===== src/rtl/stat_pkg.sv =====
package stat_pkg;
  localparam int FLAG_W = 8;
  localparam int OP_W   = 4;

  localparam int B_C = 0;
  localparam int B_Z = 1;
  localparam int B_I = 2;
  localparam int B_D = 3;
  localparam int B_X = 4;
  localparam int B_M = 5;
  localparam int B_V = 6;
  localparam int B_N = 7;

  typedef logic [FLAG_W-1:0] flags_t;

  typedef enum logic [OP_W-1:0] {
    CMD_NOP      = 4'd0,
    CMD_CLR_C    = 4'd1,
    CMD_SET_C    = 4'd2,
    CMD_CLR_I    = 4'd3,
    CMD_SET_I    = 4'd4,
    CMD_CLR_D    = 4'd5,
    CMD_SET_D    = 4'd6,
    CMD_CLR_V    = 4'd7,
    CMD_MASK_CLR = 4'd8,
    CMD_MASK_SET = 4'd9,
    CMD_LOAD     = 4'd10,
    CMD_SWAP     = 4'd11
  } cmd_e;

  localparam flags_t RESET_FLAGS = flags_t'((1 << B_I) | (1 << B_X) | (1 << B_M));
endpackage


===== src/rtl/stat_cmd_decode.sv =====
module stat_cmd_decode
  import stat_pkg::*;
(
  input  logic [OP_W-1:0]   op,
  input  logic [FLAG_W-1:0] imm,
  output logic [FLAG_W-1:0] set_m,
  output logic [FLAG_W-1:0] clr_m,
  output logic              load_en,
  output logic              swap_en
);
  always_comb begin
    set_m   = '0;
    clr_m   = '0;
    load_en = 1'b0;
    swap_en = 1'b0;
    case (cmd_e'(op))
      CMD_CLR_C:    clr_m[B_C] = 1'b1;
      CMD_SET_C:    set_m[B_C] = 1'b1;
      CMD_CLR_I:    clr_m[B_I] = 1'b1;
      CMD_SET_I:    set_m[B_I] = 1'b1;
      CMD_CLR_D:    clr_m[B_D] = 1'b1;
      CMD_SET_D:    set_m[B_D] = 1'b1;
      CMD_CLR_V:    clr_m[B_V] = 1'b1;
      CMD_MASK_CLR: clr_m      = imm;
      CMD_MASK_SET: set_m      = imm;
      CMD_LOAD:     load_en    = 1'b1;
      CMD_SWAP:     swap_en    = 1'b1;
      default:      ;
    endcase
  end
endmodule


===== src/rtl/stat_next_calc.sv =====
module stat_next_calc
  import stat_pkg::*;
(
  input  logic [FLAG_W-1:0] cur,
  input  logic              cur_emu,
  input  logic [FLAG_W-1:0] alu_we,
  input  logic [FLAG_W-1:0] alu_flags,
  input  logic [FLAG_W-1:0] load_val,
  input  logic              load_en,
  input  logic              swap_en,
  input  logic [FLAG_W-1:0] set_m,
  input  logic [FLAG_W-1:0] clr_m,
  output logic [FLAG_W-1:0] nxt,
  output logic              nxt_emu
);
  logic [FLAG_W-1:0] merged;
  logic [FLAG_W-1:0] masked;

  assign nxt_emu = swap_en ? cur[B_C] : cur_emu;

  for (genvar b = 0; b < FLAG_W; b++) begin : g_bit
    assign merged[b] = load_en ? load_val[b] : (alu_we[b] ? alu_flags[b] : cur[b]);
    assign masked[b] = (merged[b] & ~clr_m[b]) | set_m[b];
    if (b == B_C) begin : g_carry
      assign nxt[b] = swap_en ? cur_emu : masked[b];
    end else if (b == B_X || b == B_M) begin : g_width
      assign nxt[b] = masked[b] | nxt_emu;
    end else begin : g_plain
      assign nxt[b] = masked[b];
    end
  end
endmodule


===== src/rtl/stat_width_ctrl.sv =====
module stat_width_ctrl (
  input  logic clk,
  input  logic rst_n,
  input  logic cur_x,
  input  logic nxt_x,
  output logic shrink_pulse
);
  logic pulse_d;

  assign pulse_d = ~cur_x & nxt_x;

  always_ff @(posedge clk or negedge rst_n) begin
    if (!rst_n) shrink_pulse <= 1'b0;
    else        shrink_pulse <= pulse_d;
  end


  pulse_src_chk: assert property (@(posedge clk) disable iff (!rst_n)
    shrink_pulse |-> cur_x && !$past(cur_x));


  pulse_hit_chk: assert property (@(posedge clk) disable iff (!rst_n)
    $rose(cur_x) |-> shrink_pulse);
endmodule


===== src/rtl/status_reg_core.sv =====
module status_reg_core
  import stat_pkg::*;
(
  input  logic                  clk,
  input  logic                  rst_n,
  input  logic [OP_W-1:0]       cmd_op,
  input  logic [FLAG_W-1:0]     cmd_imm,
  input  logic [FLAG_W-1:0]     alu_we,
  input  logic [FLAG_W-1:0]     alu_flags,
  output logic [FLAG_W-1:0]     status_q,
  output logic                  emu_q,
  output logic                  acc_narrow,
  output logic                  idx_narrow,
  output logic                  idx_hi_clear
);
  logic [FLAG_W-1:0] set_m, clr_m, flags_d;
  logic              load_en, swap_en, emu_d;

  stat_cmd_decode u_dec (
    .op      (cmd_op),
    .imm     (cmd_imm),
    .set_m   (set_m),
    .clr_m   (clr_m),
    .load_en (load_en),
    .swap_en (swap_en)
  );

  stat_next_calc u_calc (
    .cur       (status_q),
    .cur_emu   (emu_q),
    .alu_we    (alu_we),
    .alu_flags (alu_flags),
    .load_val  (cmd_imm),
    .load_en   (load_en),
    .swap_en   (swap_en),
    .set_m     (set_m),
    .clr_m     (clr_m),
    .nxt       (flags_d),
    .nxt_emu   (emu_d)
  );

  always_ff @(posedge clk or negedge rst_n) begin
    if (!rst_n) begin
      status_q <= RESET_FLAGS;
      emu_q    <= 1'b1;
    end else begin
      status_q <= flags_d;
      emu_q    <= emu_d;
    end
  end

  stat_width_ctrl u_width (
    .clk          (clk),
    .rst_n        (rst_n),
    .cur_x        (status_q[B_X]),
    .nxt_x        (flags_d[B_X]),
    .shrink_pulse (idx_hi_clear)
  );

  assign acc_narrow = status_q[B_M];
  assign idx_narrow = status_q[B_X];


  emu_width_chk: assert property (@(posedge clk) disable iff (!rst_n)
    emu_q |-> (status_q[B_M] && status_q[B_X]));


  swap_chk: assert property (@(posedge clk) disable iff (!rst_n)
    (cmd_op == CMD_SWAP) |=> (emu_q == $past(status_q[B_C])) && (status_q[B_C] == $past(emu_q)));


  idle_hold_chk: assert property (@(posedge clk) disable iff (!rst_n)
    ((cmd_op == CMD_NOP || cmd_op > CMD_SWAP) && alu_we == '0) |=> $stable(status_q) && $stable(emu_q));


  mask_clr_chk: assert property (@(posedge clk) disable iff (!rst_n)
    (cmd_op == CMD_MASK_CLR) |=>
      ((status_q & $past(cmd_imm) & ~{2'b00, emu_q, emu_q, 4'b0000}) == '0));


  load_chk: assert property (@(posedge clk) disable iff (!rst_n)
    (cmd_op == CMD_LOAD && !emu_q) |=> (status_q == $past(cmd_imm)));
endmodule


===== config.mk =====
export PLATFORM = sky130hd
export DESIGN_NAME = status_reg_core
export DESIGN_NICKNAME = d
export VERILOG_FILES = /design/src/rtl/stat_pkg.sv /design/src/rtl/stat_cmd_decode.sv /design/src/rtl/stat_next_calc.sv /design/src/rtl/stat_width_ctrl.sv /design/src/rtl/status_reg_core.sv
export SDC_FILE = /design/constraint.sdc
export NUM_CORES = 1
export LEC_CHECK = 0
export BUFFER_PORTS_ARGS = -buffer_cell sky130_fd_sc_hd__buf_4
export CAP_MARGIN = 20
export CORE_ASPECT_RATIO = 0.8
export CORE_MARGIN = 5
export CORE_UTILIZATION = 41
export CTS_BUF_LIST = sky130_fd_sc_hd__clkbuf_4 sky130_fd_sc_hd__clkbuf_8
export CTS_CLUSTER_SIZE = 40
export DETAILED_ROUTE_END_ITERATION = 8
export PLACE_DENSITY = 0.87
export SYNTH_ARGS = -nofsm -noshare
export SYNTH_HDL_FRONTEND = slang
export SYNTH_SLANG_ARGS = --single-unit

===== constraint.sdc =====
create_clock -name clk -period 1.3 [get_ports clk]
set_input_delay 0.26 -clock clk [delete_from_list [all_inputs] [get_ports clk]]
set_output_delay 0.26 -clock clk [all_outputs]
set_load 0.005 [all_outputs]

Word-level counts from Yosys, hierarchy flattened. Index checks and enable logic that the tools add are counted.

Equal/unequal tests: 11. Muxes and demuxes: 32. Bitwise gates (word level): 28.

Operator list (count): two-way mux 1 bit (23); == test 4 x 3 -> 1 bit, second input constant (4); == test 4 bit, second input constant (4); case mux 1 bit (2 select lines) (7); bitwise OR 1 bit (10); bitwise AND 1 bit (9); inverter 1 bit (9); == test 4 x 2 -> 1 bit, second input constant (2); == test 4 x 1 -> 1 bit, second input constant (1); two-way mux 4 bit (1); two-way mux 2 bit (1).

Word-level logic and storage cells: 74. Register bits after elaboration: 10. Output and inout port bits: 12.

Depth between registers and ports, before layout. Gate-level depths: netlist (run 1).

Depth in word-level cells: 7. Depth in mapped cells: 5.

Cells and area by module. From an unflattened synthesis (run 1), not the netlist that was laid out.

Cell total of the unflattened synthesis: 80. Area total of the unflattened synthesis: 834.6 um^2.

Modules (own cells, without submodules): stat_next_calc (sequential area each 0.0 um^2, area an instance 277.8 um^2, cells an instance 29, times used 1); stat_cmd_decode (sequential area each 0.0 um^2, area an instance 272.8 um^2, cells an instance 38, times used 1); status_reg_core (sequential area each 230.2 um^2, area an instance 245.2 um^2, cells an instance 11, times used 1); stat_width_ctrl (sequential area each 25.0 um^2, area an instance 38.8 um^2, cells an instance 2, times used 1).

Worst setup path after synthesis (run 1). Ideal clock, no wire load.

Kind: reg-to-reg. Start point: reg status_q[4]. End point: reg u_width.shrink_pulse. Data arrival time: 1.164 ns. Setup slack: 0.068 ns. Buffers on the path: 0. Setup time: 0.068 ns. Cell stages (with the launch flop): 5. Data required time: 1.232 ns. Cells stage by stage: dfstp_2 mux2_2 a31oi_1 o31ai_2 nor2b_4.

Cells in the longest elaborated chain, start to end: 6. Elaborated cells between the ends (all ways): 7.

RTL lines: start: declaration (RTL line status_reg_core.sv:10) `output logic [FLAG_W-1:0] status_q,`; start signal: assignment (RTL line status_reg_core.sv:47) `status_q <= flags_d;`; two-way mux 1 bit (2 in a row) (RTL line stat_next_calc.sv:22) `assign merged[b] = load_en ? load_val[b] : (alu_we[b] ? alu_flags[b] : cur[b]);`; bitwise AND 1 bit (RTL line stat_next_calc.sv:23) `assign masked[b] = (merged[b] & ~clr_m[b]) | set_m[b];`; bitwise OR 1 bit (RTL line stat_next_calc.sv:23); bitwise OR 1 bit (RTL line stat_next_calc.sv:27) `assign nxt[b] = masked[b] | nxt_emu;`; net flags_d[4] (RTL line status_reg_core.sv:16) `logic [FLAG_W-1:0] set_m, clr_m, flags_d;`; bitwise AND 1 bit (RTL line stat_width_ctrl.sv:10) `assign pulse_d = ~cur_x & nxt_x;`; net u_width.pulse_d (RTL line stat_width_ctrl.sv:8) `logic pulse_d;`; end signal: assignment (RTL line stat_width_ctrl.sv:14) `else shrink_pulse <= pulse_d;`; end: declaration (RTL line stat_width_ctrl.sv:6) `output logic shrink_pulse`.

The timed path passes the listed nets, and every way through them passes these cells.

Final worst setup path (run 1).
Start point: reg status_q[4]. End point: out idx_narrow.

RTL lines: end: declaration (RTL line status_reg_core.sv:13) `output logic idx_narrow,`.

No word-level cell between the ends.

==> flow_summary.ini, run 1 <==
[detailed_routing]
drtPass1Iterations = 4
drcViolationCount = 0
vias = 838
wirelength_mm = 2.12
ant_nets = 0
wl_per_cell_um = 13.0
dr.first_iter.drc_count = 27
via_per_inst = 5.14

[synth]
synth_top_area_share_pct = 19.2
post_synth.cell_area_avg_um2 = 8.42
syn_area_um2 = 783
syn_inst = 93
synth-edff-count = 0
synth-seq-cells = 10
synth_nets = 123
ys_warn_count = 0
ys_seq_area_share_pct = 32.6
synth.distinct_cells = 36
synth_flop_cell = dfrtp_1
async_reset_ff_share_pct = 100
synth_area_leader_cell = dfrtp_1
synth_area_leaders = dfrtp_1 (19%), dfstp_2 (13%), a21oi_1 (6.4%)

[power]
leakagePower_uw = 0.000571
cellPowerDensity_nw_per_um2 = 1010
peakVddDrop_mv = 0.503

[clocking]
clock_latency_ns = 0.27
root_buffer = clkbuf_4
cts_buffer_depth = 2
cts_inserted_buffers = 3
cts_htree_levels = 1
cts_tree = built
cts.sinks = 10
clkTransAtPathRegs_ns = 0.07

[setup_path]
crit_slowest_cell = dfstp_2
cpLargestDelayFamily = flip-flops
cp-start-kind = register
ff2ff_path_depth = 4
path_buf_inv = 2
worstSetupPathDepth = 2
cpPeakStageDelay_ns = 0.54
critPathCaptureType = primary output
critPathRequiredTime_ns = 1.04
path_class = reg2out
path_max_fanout = 3
crit_chain = buf_6 > buf_4
cp.arrival_ns = 1.00

[timing]
setup_violations = 0
finalSetupTns_ns = 0
slew_violations = 0
timing.fmax_mhz = 791
worstMarginPinSlew_ns = 0.242
hold_violations = 0
finClkSkew_ns = 0.00436
rsz0062_at_grt = false
fin_crit_sh_pct = 97.2
slew_headroom_pct = 83.4
finalCriticalPeriod_ns = 1.26

[layout]
final_layout_size_suffix_gt1_share_pct = 46.8
fillCellCount = 153
post-route-util_pct = 63.4
syn2layout_area_growth_pct = 50.3
nets = 170
antenna_cells = 0

[hold_path]
hold_depth = 3
hp-class = in2reg

[grt]
grtUsageTotal_pct = 14.9
grt_pass1_wl_mm = 3.44
gr-total-overflow = 0
antenna_found_initial = 0
grt_pass1_vias = 843
grt_max_degree = 12

[die]
start_util_pct = 42.2
die_w_um = 58.9
die_h_um = 49.1
core_um2 = 1860
rows = 14
num_io_pins = 42
dieArea_um2 = 2890

[place]
post-dp-hpwl_mm = 1.69
gp_congestion = 0.791
io_buffers = 41

[outcome]
status = finished, final reports clean

[run]
drv_cap = 0
## power by group
part	internal (µW)	switching (µW)	total, µW
sequential	388	36.1	424
combinational	278	191	469
clock	170	120	291
total	836	347	1180
## logic make-up after synthesis
family                 synth area share, %
multiplexers                          11.0
AND/OR/NAND/NOR                       22.5
XOR/XNOR                              1.12
buffers and inverters                 8.79
flip-flops                            32.6
AO/OA/AOI/OAI                         24.0
## metrics by stage
| stage | hold WS [ns] | instances | instance area, µm² | setup slack [ns] | total power (µW) |
|---|---|---|---|---|---|
| floorplan | -0.0356 | 93 | 783 | 0.0682 | 649 |
| global placement | 0.0963 | 157 | 1120 | 0.0324 | 868 |
| detailed placement | 0.0977 | 157 | 1120 | -0.0448 | 884 |
| CTS | 0.235 | 162 | 1170 | 0.00674 | 1180 |
| global route | 0.249 | 163 | 1180 | 0.0107 | 1260 |
| finish | 0.237 | 163 | 1180 | 0.0364 | 1180 |
## layout by cell type, fill, tap and decap left out, types with 4 or more instances in the layout
| cell | synthesis | final |
|---|---|---|
| nand2_1 | 5 | 5 |
| mux2i_1 | 5 | 5 |
| a31oi_1 | 4 | 4 |
| buf_4 | 2 | 47 |
| o21ai_0 | 8 | 8 |
| a21oi_1 | 10 | 10 |
| nor2_1 | 6 | 6 |
| dfrtp_1 | 6 | 6 |
| inv_1 | 5 | 5 |
| dfstp_2 | 4 | 4 |
## final cells by class
type / count / area [µm²] / area share, %
sequential: 10 / 255 / 21.7
timing repair buffer: 49 / 374 / 31.8
inverter: 6 / 22.5 / 1.91
tap: 24 / 30.0 / 2.55
multi-input combinational: 70 / 459 / 39.0
clock buffer: 4 / 36.3 / 3.08
## worst paths after layout
check                             from                    to  slack, ns
min in group asynchronous        rst_n  u_width.shrink_pulse       0.36
setup reg to reg           status_q[4]  u_width.shrink_pulse       0.11
hold / removal              cmd_imm[1]           status_q[1]       0.24
setup / recovery           status_q[4]            idx_narrow       0.04
hold reg to reg            status_q[1]           status_q[1]       0.56
max in group asynchronous        rst_n           status_q[2]       0.72
## metal layers
layer | up-vias | track usage, % | part of all wire, %
met4 | 0 | 4.53 | 0.94
met3 | 3 | 4.76 | 9.2
met1 | 378 | 17.6 | 42
met2 | 32 | 25.2 | 47
met5 | - | 0 | 0
li1 | 425 | - | -
## cells in the mapped netlist (2+ instances only)
cell type and n:
dfstp_2 4, and2b_1 2, inv_1 5, nor2_1 6
nand3_1 3, nor2b_1 2, nor3_1 2, buf_2 4
a21oi_1 10, mux2_2 2, mux2i_1 5, buf_4 2
a31oi_1 4, o221ai_1 2, nand2_1 5, dfrtp_1 6
nand2b_1 3, o21ai_0 8
## worst reg2reg max path: stages (launching register included)
cell     delay (ns)
dfstp_2        0.54
mux2_2         0.15
a31oi_1        0.04
o31ai_2        0.22
nor2b_4        0.17
## sequential cells by signal, summed over array words and instances (netlist names)
name and count:
u_width.shrink_pulse 1, status_q 8, emu_q 1
## timing repair
action,4_1_cts,5_1_grt
gates resized for setup,0,1
hold buffers,1,0
hold endpoints to repair,6,0
endpoints found under the setup margin,0,3
buffers inserted,0,1
Power figures use the tool's default switching activity.
==> run 2: changes to the inputs <==
--- a/config.mk
+++ b/config.mk
@@ -9,11 +9,12 @@
 export CAP_MARGIN = 20
 export CORE_ASPECT_RATIO = 0.8
 export CORE_MARGIN = 5
-export CORE_UTILIZATION = 41
+export CORE_UTILIZATION = 42
 export CTS_BUF_LIST = sky130_fd_sc_hd__clkbuf_4 sky130_fd_sc_hd__clkbuf_8
 export CTS_CLUSTER_SIZE = 40
 export DETAILED_ROUTE_END_ITERATION = 8
 export PLACE_DENSITY = 0.87
 export SYNTH_ARGS = -nofsm -noshare
 export SYNTH_HDL_FRONTEND = slang
+export SYNTH_HIERARCHICAL = 1
 export SYNTH_SLANG_ARGS = --single-unit
==> run 2 against run 1 <==
Flip-flop and latch count stayed put. Sequential power is 1% higher. Routed wire length is 8.4% higher. Synthesized cell count is 14% lower. Design area is 9.0% higher. Critical path depth is 1 lower. Synthesized area is 6.5% higher. Combinational power is 7.0% lower. Global-route usage is 1.5 points higher. Clock skew is 0.0026 ns higher. Hold slack better by 0.050 ns. Via count is 1.1% higher. Critical path type unchanged. Critical endpoint unchanged. Largest cell class unchanged.
==> flow_summary.ini, run 2 <==
[layout]
syn2layout_area_growth_pct = 53.8
antenna_cells = 0
final_cell_mix = buf_4 (56), mux2i_1 (9), and3_1 (9), mux2_2 (7), dfrtp_1 (6)
max_flop_register = status_q
multiInputGateArea_um2 = 532
fillCellCount = 146
final_layout_size_suffix_gt1_share_pct = 59.4
layout_commonest_cell = buf_4
nets = 164
register_area_um2 = 255
reg_top3 = status_q (8), emu_q (1), u_width/shrink_pulse (1)
largest_register_ffs = 8

[die]
core_um2 = 1890
dieArea_um2 = 2980
die_w_um = 59.8
rows = 14
start_util_pct = 44.1
die_h_um = 49.9
num_io_pins = 42

[hold_path]
hp-class = in2reg

[clocking]
cts_resized = 0
cts_hold_buffers = 1
cts_htree_levels = 1
cts_buffer_depth = 2
postCtsSetupBuffers = 0
cts_tree = built
clock_latency_ns = 0.27
cts_inserted_buffers = 3
cts.sinks = 10
root_buffer = clkbuf_4
clkTransAtPathRegs_ns = 0.08

[timing]
finalSetupTns_ns = 0
worstMarginPinSlew_ns = 0.267
hold_violations = 0
hold_ws_ns = 0.287
finalCriticalPeriod_ns = 1.22
slew_violations = 0
timing.fmax_mhz = 818
slew_headroom_pct = 82.1
fin_crit_sh_pct = 94.1
setup_violations = 0
rsz0062_at_grt = false
finClkSkew_ns = 0.00699

[power]
peakVddDrop_mv = 0.538
switching_share_pct = 27.3
combPwrFrac_pct = 37.8
internal_power_uw = 837
p_clk_share_pct = 24.9
switching_power_uw = 315
leakagePower_uw = 0.000618
cellPowerDensity_nw_per_um2 = 897
sequentialPowerShare_pct = 37.3

[synth]
yosys-top-cells-count = and3_1 (10), mux2i_1 (9), mux2_2 (7)
synth_flop_cell = dfrtp_1
ys_seq_area_share_pct = 30.6
synth_area_leaders = dfrtp_1 (18%), dfstp_2 (13%), mux2i_1 (11%)
async_reset_ff_share_pct = 100
synth.distinct_cells = 28
synth-edff-count = 0
syn_inst = 80
post_synth.cell_area_avg_um2 = 10.4
synth-seq-cells = 10
synth_nets = 110
ys_warn_count = 6
yosysMostFrequentCell = and3_1
syn_area_um2 = 835
synth_top_area_share_pct = 18.0
synth_area_leader_cell = dfrtp_1

[place]
gp_congestion = 0.864
io_buffers = 41
post-dp-hpwl_mm = 1.86

[grt]
grtUsageTotal_pct = 16.4
grt_pass1_wl_mm = 3.75
antenna_found_initial = 0
grt_max_degree = 13
gr-total-overflow = 0
grt_pass1_vias = 876

[setup_path]
cpLargestDelayFamily = flip-flops
crit_chain = buf_4
path_max_fanout = 4
path_class = reg2out
critPathCaptureType = primary output
cp.arrival_ns = 0.96
critPathRequiredTime_ns = 1.04
path_buf_inv = 1
cpPeakStageDelay_ns = 0.58
cp-start-kind = register
crit_slowest_cell = dfstp_2

[detailed_routing]
wl_per_cell_um = 14.7
via_per_inst = 5.39
drcViolationCount = 0
dr.first_iter.drc_count = 22
ant_nets = 0
vias = 847
drtPass1Iterations = 4
wirelength_mm = 2.30

[run]
drv_cap = 0

[outcome]
status = finished, final reports clean
run 2: changes by cell type after synthesis, sizes merged, moves of 4 or more:
cell / change
o21bai: +5
a31oi: -4
and3: +10
nand2: -5
a21oi: -6
o21ai: -7
inv: -6
mux2: +7
run 2: worst min-delay path: cells and delay by family:
kind,cells,cell delay (ns)
AOI/OAI and AO/OA,2,0.18
buffers and inverters,1,0.11
run 2: logic make-up after synthesis:
group | synth area share, %
muxes | 23.8
AOI/OAI and AO/OA | 12.6
buffers and inverters | 6.89
DFF | 30.6
and+or+nand+nor | 26.1
run 2: path summary, 6_finish.rpt:
check	to	cells past startpoint	slack [ns]	start
worst max-delay path	idx_narrow	1	0.08	status_q[4]
worst min-delay path	status_q[2]	3	0.29	cmd_op[1]
worst max register to register	u_width/shrink_pulse	4	0.09	status_q[4]
worst min register to register	u_width/shrink_pulse	1	0.52	status_q[4]
max in group asynchronous	emu_q	2	0.72	rst_n
min in group asynchronous	status_q[0]	2	0.35	rst_n
run 2: layer usage:
| metal | up-vias | share of wire (%) | global-route usage, % |
|---|---|---|---|
| li1 | 405 | - | - |
| met1 | 407 | 39 | 19.4 |
| met2 | 33 | 52 | 28.8 |
| met3 | 2 | 8.9 | 3.92 |
| met4 | 0 | 0.35 | 4.43 |
| met5 | - | 0 | 0 |
run 2: final cells by class:
cell class,instances,share of cell area (%)
clock buffers,4,2.83
multi-input cells,62,41.4
flip-flops and latches,10,19.9
well taps,24,2.34
repair buffers,57,33.5
run 2: per-stage QoR:
stage | utilization (%) | total power, µW | area, µm² | std cells | worst slack [ns]
2_1_floorplan | - | 634 | 863 | 80 | -0.237
3_3_place_gp | 65.4 | 848 | 1240 | 152 | -0.110
3_5_place_dp | 65.4 | 871 | 1240 | 152 | -0.141
4_1_cts | 67.9 | 1170 | 1280 | 157 | 0.0640
5_1_grt | 67.9 | 1220 | 1280 | 157 | 0.0285
6_report | 67.9 | 1150 | 1280 | 157 | 0.0773
run 2: power by group through the flow:
stage	logic, µW	registers [µW]	clock network (µW)
2_1_floorplan	201	433	0
3_3_place_gp	418	430	0
3_5_place_dp	434	437	0
4_1_cts	438	432	297
5_1_grt	473	437	312
6_report	436	430	287
